$ cat config.mk
export PLATFORM = sky130hd
export DESIGN_NAME = burst_capture_gate
export DESIGN_NICKNAME = d
export VERILOG_FILES = /design/src/rtl/capgate_pkg.sv /design/src/rtl/capgate_window.sv /design/src/rtl/capgate_ctrl.sv /design/src/rtl/burst_capture_gate.sv
export SDC_FILE = /design/constraint.sdc
export NUM_CORES = 1
export LEC_CHECK = 0
export BUFFER_PORTS_ARGS = -buffer_cell sky130_fd_sc_hd__buf_2
export CELL_PAD_IN_SITES_DETAIL_PLACEMENT = 1
export CELL_PAD_IN_SITES_GLOBAL_PLACEMENT = 1
export CORE_MARGIN = 5
export CORE_UTILIZATION = 45
export DETAILED_ROUTE_END_ITERATION = 6
export GPL_TIMING_DRIVEN = 0
export HOLD_SLACK_MARGIN = 0.1
export PLACE_DENSITY_LB_ADDON = 0.08
export SYNTH_ARGS = -nofsm -noshare
export SYNTH_HDL_FRONTEND = slang
export SYNTH_SLANG_ARGS = --single-unit
$ cat constraint.sdc
create_clock -name clk -period 5.26 [get_ports clk]
set_input_delay 0.789 -clock clk [delete_from_list [all_inputs] [get_ports clk]]
set_output_delay 0.789 -clock clk [all_outputs]
set_load 0.005 [all_outputs]
$ cat src/rtl/capgate_pkg.sv
package capgate_pkg;

    // Length of the energy window used for the stop decision.
    localparam int unsigned WIN_LEN = 6;

    typedef enum logic [1:0] {
        PH_IDLE = 2'd0,
        PH_FILL = 2'd1,
        PH_HELD = 2'd2
    } phase_e;

    // Bits needed to hold the sum of win unsigned samples of sw bits.
    function automatic int unsigned sum_width(input int unsigned sw, input int unsigned win);
        return sw + $clog2(win);
    endfunction

endpackage

$ cat src/rtl/capgate_window.sv
module capgate_window #(
    parameter int unsigned SW    = 12,
    parameter int unsigned WIN   = 6,
    parameter int unsigned SUM_W = 15
) (
    input  logic             clk,
    input  logic             rst,
    input  logic             clr,
    input  logic             push,
    input  logic [SW-1:0]    din,
    output logic [SUM_W-1:0] sum_o
);
    localparam int unsigned HIST = WIN - 1;

    // hist[0] is the most recently stored sample
    logic [SW-1:0]    hist [HIST];
    logic [SUM_W-1:0] run_q;

    for (genvar i = 0; i < HIST; i++) begin : g_hist
        always_ff @(posedge clk) begin
            if (rst || clr) begin
                hist[i] <= '0;
            end else if (push) begin
                if (i == 0) hist[i] <= din;
                else        hist[i] <= hist[(i == 0) ? 0 : i-1];
            end
        end
    end

    // Running total of the stored history, updated by add-new / drop-oldest.
    always_ff @(posedge clk) begin
        if (rst || clr) begin
            run_q <= '0;
        end else if (push) begin
            run_q <= run_q + SUM_W'(din) - SUM_W'(hist[HIST-1]);
        end
    end

    assign sum_o = run_q + SUM_W'(din);

    // The history total never exceeds what HIST full-scale samples could reach.
    AST_RUN_BOUNDED: assert property (@(posedge clk) disable iff (rst)
        run_q <= SUM_W'(HIST * ((1 << SW) - 1)));

endmodule

$ cat src/rtl/capgate_ctrl.sv
module capgate_ctrl
    import capgate_pkg::*;
#(
    parameter int unsigned SW    = 12,
    parameter int unsigned DEPTH = 2048,
    parameter int unsigned WIN   = 6,
    parameter int unsigned SUM_W = 15,
    parameter int unsigned AW    = 11,
    parameter int unsigned CW    = 12
) (
    input  logic             clk,
    input  logic             rst,
    input  logic             rearm,
    input  logic             smp_valid,
    input  logic [SW-1:0]    smp_data,
    input  logic [SW-1:0]    start_lvl,
    input  logic [SUM_W-1:0] stop_lvl,
    input  logic [SUM_W-1:0] win_sum,
    output logic             push,
    output logic             clr,
    output logic             wr_en,
    output logic [AW-1:0]    wr_addr,
    output logic [SW-1:0]    wr_data,
    output logic [CW-1:0]    cnt,
    output logic             done,
    output logic             ovf
);
    typedef struct packed {
        logic          en;
        logic [AW-1:0] addr;
        logic [SW-1:0] data;
    } wr_req_t;

    phase_e     ph;
    wr_req_t    wr_q;
    logic       accept;
    logic [CW-1:0] cnt_nx;
    logic       win_full;
    logic       hit_stop;
    logic       hit_full;

    always_comb begin
        accept   = smp_valid && !rearm &&
                   (((ph == PH_IDLE) && (smp_data > start_lvl)) || (ph == PH_FILL));
        cnt_nx   = cnt + CW'(1);
        win_full = cnt_nx >= CW'(WIN);
        hit_stop = win_full && (win_sum < stop_lvl);
        hit_full = cnt_nx == CW'(DEPTH);
    end

    assign push = accept;
    assign clr  = rearm;

    always_ff @(posedge clk) begin
        if (rst) begin
            ph   <= PH_IDLE;
            cnt  <= '0;
            done <= 1'b0;
            ovf  <= 1'b0;
            wr_q <= '0;
        end else begin
            wr_q.en <= accept;
            if (accept) begin
                wr_q.addr <= cnt[AW-1:0];
                wr_q.data <= smp_data;
            end
            if (rearm) begin
                ph   <= PH_IDLE;
                cnt  <= '0;
                done <= 1'b0;
                ovf  <= 1'b0;
            end else if (accept) begin
                cnt <= cnt_nx;
                if (hit_stop) begin
                    ph   <= PH_HELD;
                    done <= 1'b1;
                end else if (hit_full) begin
                    ph   <= PH_HELD;
                    done <= 1'b1;
                    ovf  <= 1'b1;
                end else begin
                    ph <= PH_FILL;
                end
            end
        end
    end

    assign wr_en   = wr_q.en;
    assign wr_addr = wr_q.addr;
    assign wr_data = wr_q.data;

    AST_IDLE_DROPS_LOW: assert property (@(posedge clk) disable iff (rst)
        (ph == PH_IDLE && smp_valid && !(smp_data > start_lvl)) |=> !wr_en);

    AST_INVALID_NO_WRITE: assert property (@(posedge clk) disable iff (rst)
        !smp_valid |=> !wr_en);

    AST_HELD_NO_WRITE: assert property (@(posedge clk) disable iff (rst)
        (ph == PH_HELD) |=> !wr_en);

endmodule

$ cat src/rtl/burst_capture_gate.sv
module burst_capture_gate
    import capgate_pkg::*;
#(
    parameter int unsigned SAMPLE_W = 12,
    parameter int unsigned DEPTH    = 2048,
    localparam int unsigned AW      = $clog2(DEPTH),
    localparam int unsigned CW      = $clog2(DEPTH + 1),
    localparam int unsigned SUM_W   = sum_width(SAMPLE_W, WIN_LEN)
) (
    input  logic                clk,
    input  logic                rst,
    input  logic                smp_valid,
    input  logic [SAMPLE_W-1:0] smp_data,
    input  logic [SAMPLE_W-1:0] start_lvl,
    input  logic [SUM_W-1:0]    stop_lvl,
    input  logic                rearm,
    output logic                wr_en,
    output logic [AW-1:0]       wr_addr,
    output logic [SAMPLE_W-1:0] wr_data,
    output logic [CW-1:0]       cap_count,
    output logic                cap_done,
    output logic                cap_ovf
);
    logic             win_push;
    logic             win_clr;
    logic [SUM_W-1:0] win_sum;

    capgate_window #(
        .SW    (SAMPLE_W),
        .WIN   (WIN_LEN),
        .SUM_W (SUM_W)
    ) i_window (
        .clk   (clk),
        .rst   (rst),
        .clr   (win_clr),
        .push  (win_push),
        .din   (smp_data),
        .sum_o (win_sum)
    );

    capgate_ctrl #(
        .SW    (SAMPLE_W),
        .DEPTH (DEPTH),
        .WIN   (WIN_LEN),
        .SUM_W (SUM_W),
        .AW    (AW),
        .CW    (CW)
    ) i_ctrl (
        .clk       (clk),
        .rst       (rst),
        .rearm     (rearm),
        .smp_valid (smp_valid),
        .smp_data  (smp_data),
        .start_lvl (start_lvl),
        .stop_lvl  (stop_lvl),
        .win_sum   (win_sum),
        .push      (win_push),
        .clr       (win_clr),
        .wr_en     (wr_en),
        .wr_addr   (wr_addr),
        .wr_data   (wr_data),
        .cnt       (cap_count),
        .done      (cap_done),
        .ovf       (cap_ovf)
    );

    AST_ADDR_STEPS: assert property (@(posedge clk) disable iff (rst)
        (wr_en && $past(wr_en)) |-> (wr_addr == $past(wr_addr) + AW'(1)));

    AST_WINDOW_FULL_STOP: assert property (@(posedge clk) disable iff (rst)
        (cap_done && !cap_ovf) |-> (cap_count >= CW'(WIN_LEN)));

    AST_NO_OVERFLOW: assert property (@(posedge clk) disable iff (rst)
        cap_ovf |-> (cap_done && cap_count == CW'(DEPTH)));

    AST_COUNT_IN_RANGE: assert property (@(posedge clk) disable iff (rst)
        cap_count <= CW'(DEPTH));

    AST_HELD_STABLE: assert property (@(posedge clk) disable iff (rst)
        (cap_done && $past(cap_done) && !$past(rearm)) |->
            ($stable(cap_count) && $stable(cap_ovf)));

    AST_REARM_CLEARS: assert property (@(posedge clk) disable iff (rst)
        $past(rearm) |-> (!cap_done && !cap_ovf && cap_count == '0 && !wr_en));

endmodule

==> summary.md <==
| Metric | Value |
|---|---|
| Reg power frac | 37.7% |
| Vias/cell | 5.52 |
| Slew Viols, Final | 0 |
| Cell mode on critical path | a21oi_1 |
| Synth Area per Inst | 9.45 um^2 |
| Starting Density | a little under half |
| Setup TNS | 0 ns |
| Placed Area | 6990 um^2 |
| Outcome | finished clean |
| Final Hold Viols | 0 |
| Final #Nets | 867 |
| Critical path's slowest cell | fa_1 |
| Routability cong. | 0.904 |
| Critical path peak fanout | 4 |
| Synthesis warning total | 0 |
| TritonCTS clock tree | done |
| Static Leak | 3.51 nW |
| Site Rows | 43 |
| Vias in the first global route | 5615 |
| Post-synth cell types | 65 |
| Gr usage total | 22.6% |
| Sequential area share after synthesis | 45.7% |
| CP Data Required Time | 5.61 ns |
| Syn nets | 768 |
| Combinational Power Share | 12.9% |
| Period utilization | 87.7% |
| Syn Std Cell Area | 6350 um^2 |
| Internal power | about 2.0 mW |
| Die ar. | 16600 um^2 |
| CP Buf/Inv Count | 2 |
| Most frequent cells in the layout | buf_2, nand2_1, and3_1, edfxtp_1, dfxtp_1 |
| Startpoint types | input port |
| Initial antenna violation count | 0 |
| Synth area leader | edfxtp_1 |
| EDFF count, synth | 60 |
| Inserted Diodes | 0 |
| Met2 WL post-DR | 8720 um |
| # Post-CTS Setup Buffers | 0 |
| # clock sinks | 115 |
| Sw frac | 24.3% |
| Reg clk slew, reported paths | 0.05 ns |
| Total detailed-routing wirelength | between 15000 and 20000 um |
| DRC | 0 |
| Largest stage delay, worst path | 0.41 ns |
| Num CTS Buffers | 17 |
| Post-synthesis instance total | 672 |
| VDD IR-drop max | between 0.15 and 0.2 mV |
| Root Driver | clkbuf_16 |
| Hold Crit Class | reg2reg |
| Setup Skew | 0.00729 ns |
| Worst-path cell chain | buf_2 > ha_1 > inv_1 > fa_1 > nor2b_1 > o31ai_2 > a21oi_1 > a21oi_1 > o21bai_1 > a21oi_1 > xnor2_1 > ha_1 > a21oi_1 > o21ai_0 > a2111oi_0 > a31oi_1 > maj3_2 > a31oi_2 > o221a_1 |
| Dpl hpwl | 13700 um |
| Psw | 640 uW |
| Slew HR | 52.0% |
| CP arrival | between 4 and 5 ns |
| Hold_buf cts | 0 |
| DRT Pass-1 Iters | 5 |
| Boundary Pins | 81 |
| Layout cells sized above 1 | approximately 17% |
| Tightest Pin Transition | 0.720 ns |
| Die H | 129 um |
| Critical path capture point type | register |
| Vias after detailed routing | between 5000 and 6000 |
| Top_reg_cell synth | edfxtp_1 |
| Layout Utilization | ~55% |
| CTS H-tree depth | 4 |
| ANT nets after route | 0 |
| Synth-to-Final Area Change | 20.5% |
| Crit path max-delay family | compound AO/OA/AOI/OAI gates |
| Largest net degree at the start of global routing | 43 |
| Total grt overflow | 0 |
| First-pass GRT wire length | 28900 um |
| Initial drt markers | about 280 |
| Clk Latency, worst-skew pair | roughly 0.4 ns |
| PD cells | roughly 340 nW/um^2 |
| Core area | 13900 um^2 |
| Post-DR wirelength/cell | about 19 um |
| DRT met1 WL | roughly 8000 um |
| Synth Register Bits | 115 |
| Area share of the largest cell type after synthesis | 28.4% |
| Clock Power Share | 49.4% |
| Min Tclk post-route | 4.61 ns |
| Kind of critical path | in2reg |
| CTS resizes | 0 |
| Commonest non-fill, non-tap cell in the layout | buf_2 |
| Max-Cap Viols | 0 |
| Clk buf depth | 2 |
| Synth top area cells | edfxtp_1, dfxtp_1, ha_1 |
| Met3 wire length | 884 um |
| FFs w/ async S/R, synth | 0% |
| Fmax achieved | between 200 and 250 MHz |
| Number of setup violations in the final report | 0 |
| RSZ-0062 raised after global routing | false |
| I/O Buffers | slightly below 80 |
| Finished Cell Area | 7650 um^2 |
| Die W | 129 um |
| Top Metal Used | met4 |
-- power by group through the flow --
stage               Combinational (mW)  Clock [mW]  Sequential [mW]
floorplan                        0.221           0             1.01
global placement                 0.317           0             1.01
detailed placement               0.335           0             1.01
CTS                              0.339        1.31            0.990
global route                     0.377        1.37            0.992
finish                           0.340        1.30            0.990
-- through the flow --
stage / setup WS (ns) / hold slack [ns] / total power, mW / std cells
2_1_floorplan: 1.09 / 0.436 / 1.23 / 672
3_3_place_gp: -0.909 / 0.440 / 1.32 / 931
3_5_place_dp: 0.285 / 0.450 / 1.34 / 932
4_1_cts: 0.666 / 0.458 / 2.64 / 963
5_1_grt: 0.406 / 0.479 / 2.74 / 963
6_report: 0.649 / 0.454 / 2.63 / 963
-- worst register-to-register path: stages (launching register included) --
cell,delay (ns)
dfxtp_1,0.33
ha_1,0.20
inv_1,0.07
fa_1,0.41
nor2b_1,0.19
o31ai_2,0.10
a21oi_1,0.24
a21oi_1,0.14
o21bai_1,0.15
a21oi_1,0.10
xnor2_1,0.27
ha_1,0.32
a21oi_1,0.15
o21ai_0,0.14
a2111oi_0,0.40
a31oi_1,0.19
maj3_2,0.37
a31oi_2,0.34
o221a_1,0.25
-- cells in the mapped netlist, types with 2 or more instances --
cell and n:
nand2_1 85, and3_1 61, edfxtp_1 60, dfxtp_1 55, inv_1 53, a21oi_1 51
ha_1 51, nor2_1 42, clkbuf_1 24, xnor2_1 18, o21ai_0 15, xor2_1 14
nand3_1 12, buf_2 11, nand4_1 10, nor3_1 9, o21a_1 9, a211oi_1 7
nor2b_1 6, a21o_1 5, nand2b_1 5, o211ai_1 5, o22ai_1 5, or3_1 4
and2_1 3, o21bai_1 3, o31ai_1 3, or4_1 3, a21boi_0 2, fa_1 2
mux2i_1 2, o221a_1 2, o31a_1 2, or2_1 2
-- cell type report --
class / instances / area, um^2
multi-input cells: 467 / 3100
flip-flops and latches: 115 / 2900
fillers: 1623 / 6230
inverters: 53 / 199
clock inverters: 14 / 234
well taps: 180 / 225
plain buffers: 37 / 154
repair buffers: 80 / 415
clock buffers: 17 / 425
-- routing by layer --
layer | up-vias | global-route usage (%)
met5 | - | 0
met3 | 25 | 4.69
met1 | 2563 | 29.0
li1 | 2586 | -
met4 | 0 | 7.97
met2 | 137 | 37.8
-- cell families after synthesis --
family / synth area share [%]
AOI/OAI and AO/OA: 13.4
xor gates and xnor gates: 4.41
adders and majority gates: 10.9
buffers and inverters: 5.56
DFF: 45.7
muxes: 0.493
and+or+nand+nor: 19.6
-- state kept, by name, summed over array words and instances, names as in the netlist --
signal	flops
i_ctrl.cnt	12
i_ctrl.done	1
i_ctrl.ovf	1
i_ctrl.ph	2
i_ctrl.wr_addr	11
i_ctrl.wr_data	12
i_ctrl.wr_en	1
i_window.hist	60
i_window.run_q	15
-- final timing paths --
kind	slack, ns	to	startpoint	depth (start not counted)
worst min register to register	0.45	i_ctrl.wr_addr[5]	i_ctrl.wr_addr[5]	2
worst max-delay path	0.65	i_ctrl.done	smp_data[0]	19
worst min-delay path	0.45	i_ctrl.wr_addr[5]	i_ctrl.wr_addr[5]	2
worst max register to register	0.84	i_ctrl.done	i_window.run_q[0]	18
Note: power is estimated with default switching activity, not from simulation.
